--- src/rtl/bar_pkg.sv ---
package bar_pkg;
    parameter int unsigned ADDR_W = 5;
    parameter int unsigned DATA_W = 8;
    localparam int unsigned GRP_W = DATA_W - ADDR_W;
    localparam logic [GRP_W-1:0] LISTEN_GRP = GRP_W'(1);
    localparam logic [GRP_W-1:0] TALK_GRP = GRP_W'(2);
    localparam logic [ADDR_W-1:0] ADDR_NONE = {ADDR_W{1'b1}};

    typedef struct packed {
        logic [ADDR_W-1:0] addr;
        logic              valid;
    } addr_st_t;

    typedef struct packed {
        logic listen;
        logic talk;
        logic remote;
        logic first_done;
    } role_st_t;

    typedef struct packed {
        logic [DATA_W-1:0] rx_data;
        logic              rx_full;
        logic [DATA_W-1:0] tx_data;
        logic              tx_full;
    } xfer_st_t;
endpackage

--- src/rtl/bar_addr_reg.sv ---
module bar_addr_reg
    import bar_pkg::*;
(
    input  logic              clk,
    input  logic              rst,
    input  logic [ADDR_W-1:0] sw_n_i,
    input  logic              addr_wr_i,
    input  logic [ADDR_W-1:0] addr_wdata_i,
    output logic [ADDR_W-1:0] sw_addr_o,
    output logic              sw_invalid_o,
    output logic [ADDR_W-1:0] addr_o,
    output logic              addr_valid_o
);
    addr_st_t st_d, st_q;

    // undo the inverting buffer one switch at a time
    for (genvar b = 0; b < ADDR_W; b++) begin : g_reinv
        assign sw_addr_o[b] = ~sw_n_i[b];
    end

    assign sw_invalid_o = (sw_addr_o == ADDR_NONE);

    always_comb begin
        st_d = st_q;
        if (addr_wr_i) begin
            st_d.addr  = addr_wdata_i;
            st_d.valid = (addr_wdata_i != ADDR_NONE);
        end
    end

    always_ff @(posedge clk) begin
        if (rst) st_q <= '0;
        else     st_q <= st_d;
    end

    assign addr_o       = st_q.addr;
    assign addr_valid_o = st_q.valid;

    // address register holds between writes
    p_addr_hold_r3: assert property (@(posedge clk) disable iff (rst)
        !addr_wr_i |=> $stable(st_q.addr));
    // the refused value never counts as valid
    p_none_invalid_r3: assert property (@(posedge clk) disable iff (rst)
        (addr_wr_i && addr_wdata_i == ADDR_NONE) |=> !addr_valid_o);
endmodule

--- src/rtl/bar_cmd_decode.sv ---
module bar_cmd_decode
    import bar_pkg::*;
(
    input  logic              bus_valid_i,
    input  logic              bus_atn_i,
    input  logic [DATA_W-1:0] bus_data_i,
    input  logic [ADDR_W-1:0] addr_i,
    input  logic              addr_valid_i,
    output logic              listen_hit_o,
    output logic              talk_hit_o,
    output logic              unlisten_o,
    output logic              untalk_o,
    output logic              data_strobe_o
);
    logic              cmd;
    logic [GRP_W-1:0]  grp;
    logic [ADDR_W-1:0] low;
    logic              is_none;
    logic              is_mine;

    always_comb begin
        cmd           = bus_valid_i && bus_atn_i;
        grp           = bus_data_i[DATA_W-1:ADDR_W];
        low           = bus_data_i[ADDR_W-1:0];
        is_none       = (low == ADDR_NONE);
        is_mine       = addr_valid_i && (low == addr_i);
        listen_hit_o  = cmd && (grp == LISTEN_GRP) && is_mine;
        talk_hit_o    = cmd && (grp == TALK_GRP) && is_mine;
        unlisten_o    = cmd && (grp == LISTEN_GRP) && is_none;
        untalk_o      = cmd && (grp == TALK_GRP) && is_none;
        data_strobe_o = bus_valid_i && !bus_atn_i;
    end

    always_comb begin
        a_one_role_r5: assert ($countones({listen_hit_o, talk_hit_o, unlisten_o, untalk_o}) <= 1);
    end
endmodule

--- src/rtl/bar_role_ctrl.sv ---
module bar_role_ctrl
    import bar_pkg::*;
(
    input  logic clk,
    input  logic rst,
    input  logic addr_valid_i,
    input  logic listen_hit_i,
    input  logic talk_hit_i,
    input  logic unlisten_i,
    input  logic untalk_i,
    input  logic remote_btn_i,
    input  logic local_btn_i,
    output logic listen_o,
    output logic talk_o,
    output logic remote_o
);
    role_st_t st_d, st_q;

    always_comb begin
        st_d = st_q;
        if (unlisten_i || talk_hit_i) st_d.listen = 1'b0;
        if (listen_hit_i)             st_d.listen = 1'b1;
        if (untalk_i)                 st_d.talk   = 1'b0;
        if (talk_hit_i)               st_d.talk   = 1'b1;
        if (listen_hit_i)             st_d.first_done = 1'b1;
        if (remote_btn_i)
            st_d.remote = 1'b1;
        else if (local_btn_i)
            st_d.remote = 1'b0;
        else if (listen_hit_i && !st_q.first_done)
            st_d.remote = 1'b1;
    end

    always_ff @(posedge clk) begin
        if (rst) st_q <= '0;
        else     st_q <= st_d;
    end

    assign listen_o = st_q.listen;
    assign talk_o   = st_q.talk;
    assign remote_o = st_q.remote;

    p_no_match_invalid_r4: assert property (@(posedge clk) disable iff (rst)
        !addr_valid_i |=> !(st_q.listen && !$past(st_q.listen)) && !(st_q.talk && !$past(st_q.talk)));
    p_talk_drops_listen_r6: assert property (@(posedge clk) disable iff (rst)
        talk_hit_i |=> st_q.talk && !st_q.listen);
    p_bus_keeps_remote_r7: assert property (@(posedge clk) disable iff (rst)
        (st_q.remote && !local_btn_i) |=> st_q.remote);
    p_first_once_r8: assert property (@(posedge clk) disable iff (rst)
        (st_q.first_done && !st_q.remote && !remote_btn_i) |=> !st_q.remote);
endmodule

--- src/rtl/bar_xfer.sv ---
module bar_xfer
    import bar_pkg::*;
(
    input  logic              clk,
    input  logic              rst,
    input  logic              data_strobe_i,
    input  logic [DATA_W-1:0] bus_data_i,
    input  logic              listen_i,
    input  logic              talk_i,
    input  logic              rx_rd_i,
    input  logic              tx_wr_i,
    input  logic [DATA_W-1:0] tx_data_i,
    input  logic              bus_tx_take_i,
    output logic [DATA_W-1:0] rx_data_o,
    output logic              rx_full_o,
    output logic [DATA_W-1:0] tx_data_o,
    output logic              tx_full_o,
    output logic              irq_o
);
    xfer_st_t st_d, st_q;

    always_comb begin
        st_d = st_q;
        if (data_strobe_i && listen_i) begin
            st_d.rx_data = bus_data_i;
            st_d.rx_full = 1'b1;
        end else if (rx_rd_i) begin
            st_d.rx_full = 1'b0;
        end
        if (tx_wr_i) begin
            st_d.tx_data = tx_data_i;
            st_d.tx_full = 1'b1;
        end else if (bus_tx_take_i && talk_i && st_q.tx_full) begin
            st_d.tx_full = 1'b0;
        end
    end

    always_ff @(posedge clk) begin
        if (rst) st_q <= '0;
        else     st_q <= st_d;
    end

    assign rx_data_o = st_q.rx_data;
    assign rx_full_o = st_q.rx_full;
    assign tx_data_o = st_q.tx_data;
    assign tx_full_o = st_q.tx_full;
    assign irq_o     = st_q.rx_full || (talk_i && !st_q.tx_full);

    p_rx_ignored_r9: assert property (@(posedge clk) disable iff (rst)
        (!listen_i && !st_q.rx_full) |=> !st_q.rx_full);
    p_tx_fill_r10: assert property (@(posedge clk) disable iff (rst)
        tx_wr_i |=> st_q.tx_full && !(talk_i && !st_q.rx_full && irq_o));
    p_rx_fetch_r10: assert property (@(posedge clk) disable iff (rst)
        (rx_rd_i && !data_strobe_i) |=> !st_q.rx_full);
endmodule

--- src/rtl/bus_addr_recognizer.sv ---
module bus_addr_recognizer
    import bar_pkg::*;
(
    input  logic              clk,
    input  logic              rst,
    input  logic [ADDR_W-1:0] sw_n_i,
    input  logic              addr_wr_i,
    input  logic [ADDR_W-1:0] addr_wdata_i,
    output logic [ADDR_W-1:0] sw_addr_o,
    output logic              sw_invalid_o,
    output logic [ADDR_W-1:0] addr_o,
    output logic              addr_valid_o,
    input  logic              bus_valid_i,
    input  logic              bus_atn_i,
    input  logic [DATA_W-1:0] bus_data_i,
    input  logic              remote_btn_i,
    input  logic              local_btn_i,
    input  logic              rx_rd_i,
    output logic [DATA_W-1:0] rx_data_o,
    output logic              rx_full_o,
    input  logic              tx_wr_i,
    input  logic [DATA_W-1:0] tx_data_i,
    output logic [DATA_W-1:0] tx_data_o,
    output logic              tx_full_o,
    input  logic              bus_tx_take_i,
    output logic              listen_o,
    output logic              talk_o,
    output logic              remote_o,
    output logic              irq_o
);
    logic listen_hit, talk_hit, unlisten, untalk, data_strobe;

    bar_addr_reg u_addr (
        .clk          (clk),
        .rst          (rst),
        .sw_n_i       (sw_n_i),
        .addr_wr_i    (addr_wr_i),
        .addr_wdata_i (addr_wdata_i),
        .sw_addr_o    (sw_addr_o),
        .sw_invalid_o (sw_invalid_o),
        .addr_o       (addr_o),
        .addr_valid_o (addr_valid_o)
    );

    bar_cmd_decode u_dec (
        .bus_valid_i   (bus_valid_i),
        .bus_atn_i     (bus_atn_i),
        .bus_data_i    (bus_data_i),
        .addr_i        (addr_o),
        .addr_valid_i  (addr_valid_o),
        .listen_hit_o  (listen_hit),
        .talk_hit_o    (talk_hit),
        .unlisten_o    (unlisten),
        .untalk_o      (untalk),
        .data_strobe_o (data_strobe)
    );

    bar_role_ctrl u_role (
        .clk          (clk),
        .rst          (rst),
        .addr_valid_i (addr_valid_o),
        .listen_hit_i (listen_hit),
        .talk_hit_i   (talk_hit),
        .unlisten_i   (unlisten),
        .untalk_i     (untalk),
        .remote_btn_i (remote_btn_i),
        .local_btn_i  (local_btn_i),
        .listen_o     (listen_o),
        .talk_o       (talk_o),
        .remote_o     (remote_o)
    );

    bar_xfer u_xfer (
        .clk           (clk),
        .rst           (rst),
        .data_strobe_i (data_strobe),
        .bus_data_i    (bus_data_i),
        .listen_i      (listen_o),
        .talk_i        (talk_o),
        .rx_rd_i       (rx_rd_i),
        .tx_wr_i       (tx_wr_i),
        .tx_data_i     (tx_data_i),
        .bus_tx_take_i (bus_tx_take_i),
        .rx_data_o     (rx_data_o),
        .rx_full_o     (rx_full_o),
        .tx_data_o     (tx_data_o),
        .tx_full_o     (tx_full_o),
        .irq_o         (irq_o)
    );

    p_data_not_cmd_r9: assert property (@(posedge clk) disable iff (rst)
        (bus_valid_i && !bus_atn_i && !remote_btn_i && !local_btn_i) |=>
            $stable(talk_o) && $stable(remote_o) && (listen_o == $past(listen_o)));
endmodule

--- config.mk ---
export PLATFORM = sky130hd
export DESIGN_NAME = bus_addr_recognizer
export DESIGN_NICKNAME = d
export VERILOG_FILES = /design/src/rtl/bar_pkg.sv /design/src/rtl/bar_addr_reg.sv /design/src/rtl/bar_cmd_decode.sv /design/src/rtl/bar_role_ctrl.sv /design/src/rtl/bar_xfer.sv /design/src/rtl/bus_addr_recognizer.sv
export SDC_FILE = /design/constraint.sdc
export NUM_CORES = 1
export LEC_CHECK = 0
export BUFFER_PORTS_ARGS = -buffer_cell sky130_fd_sc_hd__clkbuf_2
export CAP_MARGIN = 20
export CORE_UTILIZATION = 45
export CTS_CLUSTER_DIAMETER = 40
export DETAILED_ROUTE_END_ITERATION = 12
export GPL_ROUTABILITY_DRIVEN = 0
export PLACE_DENSITY_LB_ADDON = 0.05
export SETUP_SLACK_MARGIN = 0.5
export SLEW_MARGIN = 20
export SYNTH_ARGS = -nofsm -noshare
export SYNTH_HDL_FRONTEND = slang
export SYNTH_SLANG_ARGS = --single-unit
export TNS_END_PERCENT = 100
--- constraint.sdc ---
create_clock -name clk -period 3.3 [get_ports clk]
set_clock_uncertainty 0.2 [all_clocks]
set_input_delay 0.495 -clock clk [delete_from_list [all_inputs] [get_ports clk]]
set_output_delay 0.495 -clock clk [all_outputs]
set_load 0.02 [all_outputs]
==> results of run 1 <==
-- Yosys cell counts --
cell      instances  area (um^2)
o41ai_2           1         16.3
buf_2             2         10.0
nand3_1           3         15.0
a21o_1            1         7.51
nor2b_1           2         12.5
mux2i_1          21          210
and3_2            1         7.51
nand2_1           2         7.51
o22ai_1           2         12.5
or3_1             1         6.26
o21bai_1          1         7.51
or3_4             1         11.3
nor2_1           24         90.1
nor3_1            1         5.00
inv_1             7         26.3
nand4_1           2         12.5
nand3b_1          3         22.5
and3b_1           1         8.76
a21oi_1           4         20.0
nand2b_1          1         6.26
clkbuf_1          4         15.0
o21ai_0           2         10.0
xnor2_1           5         43.8
dfxtp_1          28          561
-- flip-flops by register name, summed over array words and instances (netlist names) --
signal               cells
u_role.listen_o          1
u_xfer.rx_data_o         8
u_addr.addr_valid_o      1
u_xfer.tx_full_o         1
u_role.st_q              1
u_role.remote_o          1
u_role.talk_o            1
u_addr.addr_o            5
u_xfer.rx_full_o         1
u_xfer.tx_data_o         8
-- layout make-up --
cell class,count,area (um^2),area share
Clock inverter,1,30.0,0.0193
Inverter,7,26.3,0.0169
Multi-Input combinational cell,79,533,0.343
Sequential cell,28,561,0.361
Timing Repair Buffer,69,345,0.222
Tap cell,28,35.0,0.0226
Clock buffer,3,22.5,0.0145
-- worst max-delay path by stage --
stage | slack [ns] | start | end
after floorplan | 1.55 | sw_n_i[4] | sw_invalid_o
after global placement | 1.53 | bus_data_i[1] | u_role.remote_o$_SDFFE_PP0P_
after CTS | 1.56 | sw_n_i[4] | sw_invalid_o
final | 1.58 | u_xfer.tx_full_o$_SDFFE_PP0P_ | irq_o
after global routing | 1.49 | sw_n_i[2] | sw_invalid_o
after detailed placement | 1.45 | bus_data_i[1] | u_role.remote_o$_SDFFE_PP0P_
-- power groups by stage --
stage	registers (W)	logic [W]	clock network, W
finish	0.000358	0.0000991	0.000219
global route	0.000360	0.000108	0.000235
CTS	0.000358	0.000100	0.000222
detailed placement	0.000366	0.000100	0
global placement	0.000365	0.0000964	0
floorplan	0.000379	0.0000415	0
-- metal layers --
layer	routed length, um	global-route usage	part of all wire	vias up
met2	1270	0.346	0.52	42
met4	0	0.0526	0	0
met3	147	0.0174	0.060	0
met1	1040	0.218	0.42	493
met5	0	0	0	-
li1	-	-	-	536
-- cells in the final DEF, fill, tap and decap left out --
cell / netlist / layout
or3_4: 1 / 1
o41ai_2: 1 / 1
mux2i_1: 21 / 21
nand2_1: 2 / 2
and3b_1: 1 / 1
inv_1: 7 / 7
nand3b_1: 3 / 3
o21bai_1: 1 / 1
nor2_1: 24 / 24
o22ai_1: 2 / 2
xnor2_1: 5 / 5
and3_2: 1 / 1
a21o_1: 1 / 1
nand3_1: 3 / 3
nand2b_1: 1 / 1
nand4_1: 2 / 2
or3_1: 1 / 1
clkbuf_4: 0 / 3
nor2b_1: 2 / 2
clkbuf_2: 0 / 69
o21ai_0: 2 / 2
a21oi_1: 4 / 4
dfxtp_1: 28 / 28
nor3_1: 1 / 1
bufinv_16: 0 / 1
-- stage by stage --
step	hold slack [ns]	area [um^2]	setup slack, ns	total power, W
after floorplan	0.236	1140	1.55	0.000421
after global routing	0.166	1550	1.49	0.000704
after CTS	0.172	1550	1.56	0.000681
final	0.177	1550	1.58	0.000676
after detailed placement	0.253	1500	1.45	0.000466
after global placement	0.242	1500	1.53	0.000462
-- critical path: stages, from the launching register on --
cell and delay, ns:
dfxtp_1 0.38, inv_1 0.04, a21o_1 0.14, clkbuf_2 0.15
-- kinds of logic after synthesis --
group	after synthesis	share of synthesized area
XOR/XNOR	5	0.0382
AND/OR/NAND/NOR	42	0.179
buffers and inverters	13	0.0448
flip-flops	28	0.490
AO/OA/AOI/OAI	11	0.0645
multiplexers	21	0.184
==> flow_summary.yaml, run 1 <==
synth:
  synth_cells: 120
  ys_ff_latch: 28
  synth.distinct_cells: 24
  syn_area_um2: 1140
  synth_seq_area_share: 0.490
  syn_area_per_cell_um2: 9.54
  yosys_warnings: 0
  syn_nets: 156
detailed_routing:
  wirelength_mm: 2.46
  drc: 0
  ant_nets: 0
  dr.pass1.iters: 3
  wl_per_cell_um: 11.4
  post_drt_via_cell_ratio: 4.98
  dr.first_iter.drc_count: 3
  vias: 1071
grt:
  overflow: 0
  antenna_found_initial: 0
  grt_max_degree: 31
  track_usage: 0.184
  grt_pass1_wl_mm: 3.82
  grt_pass1_vias: 951
pwr:
  switching_share: 0.237
  pwr-share-clk: 0.324
  combPwrFrac: 0.146
  power_frac_seq: 0.529
  p_int_w: 0.000516
  p_leak_nw: 0.854
  power.density_nw_per_um2: 436
  ir_drop_v: 0.000314
  p_sw_w: 0.000160
layout:
  areaGrowthSynthToFinish_pct: 35.6
  layoutNonFillerInstCount: 215
  drive_above_1_share: 0.406
  final_nets: 224
  fill_cells: 223
  final_util: 0.676
  antenna_cells: 0
critical_path:
  cp_data_arrival_time_ns: 1.03
  rr_endpoint: "u_role.remote_o$_SDFFE_PP0P_"
  r2r_slack_ns: 1.69
  start_kind: "register"
  reg2regPathDepth: 4
  crit_path_max_fanout: 3
  timing.rr.start: "u_addr.addr_o[3]$_SDFFE_PP0P_"
  end_kind: "output port"
  critPathKind: "register to output port"
  crit_required_ns: 2.60
worst_hold_path:
  worstHoldEndpoint: "u_role.remote_o$_SDFFE_PP0P_"
  hold_start: "local_btn_i"
  min_path_cells: 2
  holdCritPathClass: "input port to register"
timing:
  hold_viol_final: 0
  maxSlewViolCount: 0
  period_share: 0.523
  grt_setup_unrepaired: "no"
  slew_headroom: 0.600
  setup_viol: 0
  fmax_mhz: 580
  tns_ns: 0
  fin_crit_ns: 1.72
  tightest_slew_ns: 0.600
cts:
  cts.sinks: 28
  post_cts_buffers: 0
  cts_buffers: 3
  cts_resized: 0
  clk_path_buf_depth: 2
  htree_num_levels: 1
  clk_latency_ns: 0.32
  cts_tree: "yes"
  cts.clk_slew.worst_paths_ns: 0.15
  cts_hold_buf: 0
  cts_root_buffer: "clkbuf_4"
floorplanning:
  ios: 70
  die_x_um: 52.4
  core.rowCount: 17
  die_area_um2: 2750
  die_y_um: 52.4
  core_area_um2: 2300
  initial_core_util: 0.498
placed_design:
  dp_hpwl_mm: 2.03
  io_buffers: 69
  dp.cells: 211
run:
  drv_cap: 0
outcome:
  status: "finished clean"
Note: power is estimated with default switching activity, not from simulation.
==> inputs of run 2 (changes only) <==
--- a/config.mk
+++ b/config.mk
@@ -7,7 +7,7 @@
 export LEC_CHECK = 0
 export BUFFER_PORTS_ARGS = -buffer_cell sky130_fd_sc_hd__clkbuf_2
 export CAP_MARGIN = 20
-export CORE_UTILIZATION = 45
+export CORE_UTILIZATION = 42
 export CTS_CLUSTER_DIAMETER = 40
 export DETAILED_ROUTE_END_ITERATION = 12
 export GPL_ROUTABILITY_DRIVEN = 0
==> constraint.sdc (replaced) <==
create_clock -name clk -period 1.75 [get_ports clk]
set_clock_uncertainty 0.2 [all_clocks]
set_input_delay 0.2625 -clock clk [delete_from_list [all_inputs] [get_ports clk]]
set_output_delay 0.2625 -clock clk [all_outputs]
set_load 0.02 [all_outputs]
==> run 2 against run 1 <==
Compared with the run above:
- count of clock-buffer cells in the layout grew 1
- die area grew 6.9%
- highest routed layer is now met4
- routed wire length grew 45%
==> flow_summary.yaml, run 2 (same netlist as run 1, synthesis figures left out) <==
timing:
  period_share: 0.883
  fin_crit_ns: 1.55
  grt_setup_unrepaired: "yes"
  tns_ns: 0
  fmax_mhz: 647
  slew_headroom: 0.677
  setup_viol: 0
  hold_viol_final: 0
  maxSlewViolCount: 0
  tightest_slew_ns: 0.485
detailed_routing:
  wirelength_mm: 3.56
  post_drt_via_cell_ratio: 4.93
  drc: 0
  dr.first_iter.drc_count: 13
  wl_per_cell_um: 14.2
  ant_nets: 0
  vias: 1233
  dr.pass1.iters: 4
cts:
  cts_root_buffer: "clkbuf_4"
  cts.clk_slew.worst_paths_ns: 0.14
  cts_tree: "yes"
  cts.sinks: 28
  htree_num_levels: 1
  clk_latency_ns: 0.31
  cts_buffers: 3
  clk_path_buf_depth: 2
layout:
  final_nets: 257
  antenna_cells: 0
  layout_commonest_cell: "clkbuf_2"
  drive_above_1_share: 0.600
  areaGrowthSynthToFinish_pct: 94.1
  final_cell_mix: "clkbuf_2, buf_8, nor2_1"
  layoutNonFillerInstCount: 250
floorplanning:
  die_x_um: 54.2
  core_area_um2: 2520
  initial_core_util: 0.454
  die_area_um2: 2940
  ios: 70
  die_y_um: 54.2
  core.rowCount: 18
critical_path:
  start_kind: "register"
  cp_data_arrival_time_ns: 1.58
  crit_path_max_fanout: 3
  crit_required_ns: 1.78
  critPathKind: "register to register"
  end_kind: "register"
  reg2regPathDepth: 4
placed_design:
  dp_hpwl_mm: 1.99
  io_buffers: 69
  dp.cells: 215
pwr:
  switching_share: 0.257
  p_int_w: 0.000965
  p_sw_w: 0.000334
  pwr-share-clk: 0.233
  ir_drop_v: 0.000623
  combPwrFrac: 0.243
  power.density_nw_per_um2: 585
  p_leak_nw: 1.12
  power_frac_seq: 0.524
grt:
  antenna_found_initial: 0
  overflow: 0
  grt_pass1_vias: 1198
  track_usage: 0.241
  grt_pass1_wl_mm: 5.04
  grt_max_degree: 21
run:
  drv_cap: 0
outcome:
  status: "finished clean"
worst_hold_path:
  holdCritPathClass: "input port to register"
  min_path_cells: 3
-- run 2: changes by cell type in the layout (fill, tap and decap cells not counted), moves of 3 or more --
cell	previous run	this run
xnor2_1	5	1
clkbuf_8	0	3
buf_8	0	24
xnor2_2	0	4
dlygate4sd3_1	0	15
buf_4	0	11
dfxtp_4	0	5
inv_1	7	3
clkbuf_2	69	40
dfxtp_2	0	21
inv_2	0	4
dfxtp_1	28	2
buf_6	0	9
-- run 2: power groups by stage --
| stage | registers (W) | logic (W) | clock network (W) |
|---|---|---|---|
| 4_1_cts | 0.000677 | 0.000283 | 0.000317 |
| 6_report | 0.000681 | 0.000316 | 0.000302 |
| 5_1_grt | 0.000684 | 0.000338 | 0.000342 |
| 2_1_floorplan | 0.000713 | 0.0000784 | 0 |
| 3_3_place_gp | 0.000686 | 0.000185 | 0 |
| 3_5_place_dp | 0.000687 | 0.000190 | 0 |
-- run 2: through the flow --
stage | setup WS, ns | util | instance area, um^2 | total power (W) | hold WS [ns]
after detailed placement | 0.174 | 0.610 | 1540 | 0.000877 | 0.258
after global placement | 0.225 | 0.610 | 1540 | 0.000871 | 0.244
after global routing | 0.139 | 0.881 | 2220 | 0.00136 | 0.00262
after floorplan | 0.314 | - | 1170 | 0.000791 | 0.161
after CTS | 0.255 | 0.843 | 2130 | 0.00128 | 0.00123
final | 0.204 | 0.881 | 2220 | 0.00130 | 0.00960
-- run 2: timing repair --
action                                 CTS  global route
setup endpoints to repair               39            34
gates resized for setup                 83            37
hold buffers                            15             0
setup buffers                           11             5
endpoints found under the hold margin   14             0
pin swaps                                5             3
-- run 2: final timing paths --
path	slack, ns	end	startpoint
worst min register to register	0.29	u_role.remote_o$_SDFFE_PP0P_	u_role.st_q[0]$_SDFFE_PP0P_
worst min-delay path	0.01	u_xfer.rx_data_o[5]$_SDFFE_PP0P_	bus_data_i[5]
worst max register to register	0.20	u_role.remote_o$_SDFFE_PP0P_	u_addr.addr_o[1]$_SDFFE_PP0P_
worst max-delay path	0.20	u_role.remote_o$_SDFFE_PP0P_	u_addr.addr_o[1]$_SDFFE_PP0P_
-- run 2: metal layers --
metal / global-route usage / vias up / wire length, um
li1: - / 601 / -
met4: 0.0598 / 0 / 10
met3: 0.0500 / 2 / 209
met5: 0 / - / 0
met1: 0.250 / 584 / 1360
met2: 0.480 / 46 / 1980
-- run 2: cell type report --
type,instances,area (um^2)
Inverter,7,26.3
Fill cell,111,300
Tap cell,30,37.5
Clock buffer,4,36.3
Timing Repair Buffer,102,930
Multi-Input combinational cell,79,587
Sequential cell,28,606
-- run 2: critical path: stages (launching register included) --
cell     delay, ns
dfxtp_4       0.38
xnor2_2       0.12
nand4_1       0.17
or3_4         0.40
o41ai_2       0.20
==> inputs of run 3 (changes only) <==
==> constraint.sdc (replaced) <==
create_clock -name clk -period 1.5 [get_ports clk]
set_clock_uncertainty 0.2 [all_clocks]
set_input_delay 0.225 -clock clk [delete_from_list [all_inputs] [get_ports clk]]
set_output_delay 0.225 -clock clk [all_outputs]
set_load 0.02 [all_outputs]
==> run 3 against run 2 <==
Compared with the run above:
- the flow now finishes with violations (negative hold slack)
- clock power grew 25%
- sequential cell count stayed put
- routed wire length up 3.2%
- core utilization up 1.8 points
- final area rose by 2.1%
- die area stayed put
- critical endpoint is now addr_o[1]
- hold slack got worse by 0.11 ns
- total power grew 20%
- count of clock-buffer cells in the layout is the same
- via count down 0.97%
==> flow_summary.yaml, run 3 (same netlist as run 1, synthesis figures left out) <==
timing:
  fin_crit_ns: 1.48
  hold_viol_final: 10
  maxSlewViolCount: 0
  period_share: 0.990
  worst_slack_ns: 0.0154
  slew_headroom: 0.798
  grt_setup_unrepaired: "yes"
  whs_ns: -0.102
  fmax_mhz: 674
  tightest_slew_ns: 0.303
  setup_viol: 0
floorplanning:
  die_y_um: 54.2
  initial_core_util: 0.454
  ios: 70
  core.rowCount: 18
  core_area_um2: 2520
  die_area_um2: 2940
  die_x_um: 54.2
critical_path:
  crit_chain: "buf_4 -> buf_6 -> buf_8"
  crit_path_max_fanout: 2
  cp_num_buf_inv: 3
  end_kind: "output port"
  cp_data_arrival_time_ns: 1.06
  slowest_stage: "dfxtp_4"
  critPathKind: "register to output port"
  crit_required_ns: 1.07
  max_stage_delay_ns: 0.38
  start_kind: "register"
  critPathTopFamily: "flip-flops"
detailed_routing:
  post_drt_via_cell_ratio: 4.98
  wirelength_mm: 3.67
  dr.pass1.iters: 4
  vias: 1221
  dr.first_iter.drc_count: 7
  wl_per_cell_um: 15.0
  drc: 0
  ant_nets: 0
layout:
  final_cell_mix: "clkbuf_2, buf_8, nor2_1"
  layout_commonest_cell: "clkbuf_2"
  final_area_um2: 2270
  antenna_cells: 0
  drive_above_1_share: 0.628
  final_util: 0.899
  final_nets: 252
  areaGrowthSynthToFinish_pct: 98.1
grt:
  antenna_found_initial: 0
  overflow: 0
  grt_max_degree: 16
  track_usage: 0.216
  grt_pass1_vias: 1093
  grt_pass1_wl_mm: 4.50
placed_design:
  placed_area_um2: 1600
  pre_cts_slack_ns: -0.0151
  dp_hpwl_mm: 2.01
  io_buffers: 69
pwr:
  p_leak_nw: 1.15
  ir_drop_v: 0.000778
  power.density_nw_per_um2: 685
cts:
  clk_latency_ns: 0.33
  cts_hold_buf: 8
  cts_buffers: 3
  cts.clk_slew.worst_paths_ns: 0.14
  cts_root_buffer: "clkbuf_4"
  htree_num_levels: 1
  cts_tree: "yes"
  cts.sinks: 28
  clk_path_buf_depth: 2
run:
  drv_cap: 0
worst_hold_path:
  holdCritPathClass: "input port to register"
outcome:
  violations: "negative hold slack"
  status: "complete, but fails checks"
run 3: changes by cell type in the layout (fill, tap and decap cells not counted), moves of 2 or more:
cell            delta
buf_4              -3
clkinvlp_4         +4
buf_8              +3
dfxtp_4            +2
clkbuf_2           -6
inv_2              -3
dlygate4sd3_1     -14
dfxtp_2            -2
buf_6              +8
dlymetal6s4s_1     +7
run 3: per-layer routing:
metal  vias up  track usage  routed length (um)
met4         0       0.0769                  49
met2        39        0.402                2060
li1        594            -                   -
met3         4       0.0389                 173
met5         -            0                   0
met1       584        0.241                1390
run 3: worst paths after layout:
kind | to | cells past startpoint | from | slack, ns
max | addr_o[1] | 3 | u_addr.addr_o[1]$_SDFFE_PP0P_ | 0.02
min | u_role.remote_o$_SDFFE_PP0P_ | 2 | local_btn_i | -0.10
max reg2reg | u_role.remote_o$_SDFFE_PP0P_ | 4 | u_addr.addr_o[3]$_SDFFE_PP0P_ | 0.02
min reg2reg | u_role.st_q[0]$_SDFFE_PP0P_ | 2 | u_role.st_q[0]$_SDFFE_PP0P_ | 0.28
run 3: timing repair:
item	4_1_cts	5_1_grt
endpoints found under the hold margin	22	8
endpoints found under the setup margin	41	59
buffers inserted	9	5
pin swaps	7	17
gates resized for setup	78	54
run 3: cell type report:
type                            count  area (um^2)
Timing Repair Buffer               97          957
Inverter                            7         41.3
Sequential cell                    28          611
Tap cell                           30         37.5
Fill cell                         121          254
Clock buffer                        4         36.3
Multi-Input combinational cell     79          586
run 3: worst register-to-register path, stage by stage (launching register included):
cell and delay, ns:
dfxtp_4 0.39, xnor2_2 0.11, nand4_1 0.14, or3_4 0.37, o41ai_2 0.18
run 3: power by group:
part	switching (W)	internal, W	total [W]	leakage, nW
Clock	0.000227	0.000149	0.000376	0.0210
Sequential	0.0000264	0.000768	0.000794	0.242
Combinational	0.000161	0.000223	0.000384	0.890
Total	0.000415	0.00114	0.00155	1.15
run 3: metrics by stage:
| stage | hold WS (ns) | cells | total power [W] | TNS (ns) |
|---|---|---|---|---|
| after floorplan | 0.124 | 120 | 0.000927 | 0 |
| after global placement | 0.244 | 219 | 0.00103 | 0 |
| after detailed placement | 0.245 | 219 | 0.00103 | -0.0151 |
| after CTS | -0.114 | 240 | 0.00149 | 0 |
| after global routing | -0.114 | 245 | 0.00162 | -0.186 |
| final | -0.102 | 245 | 0.00155 | 0 |
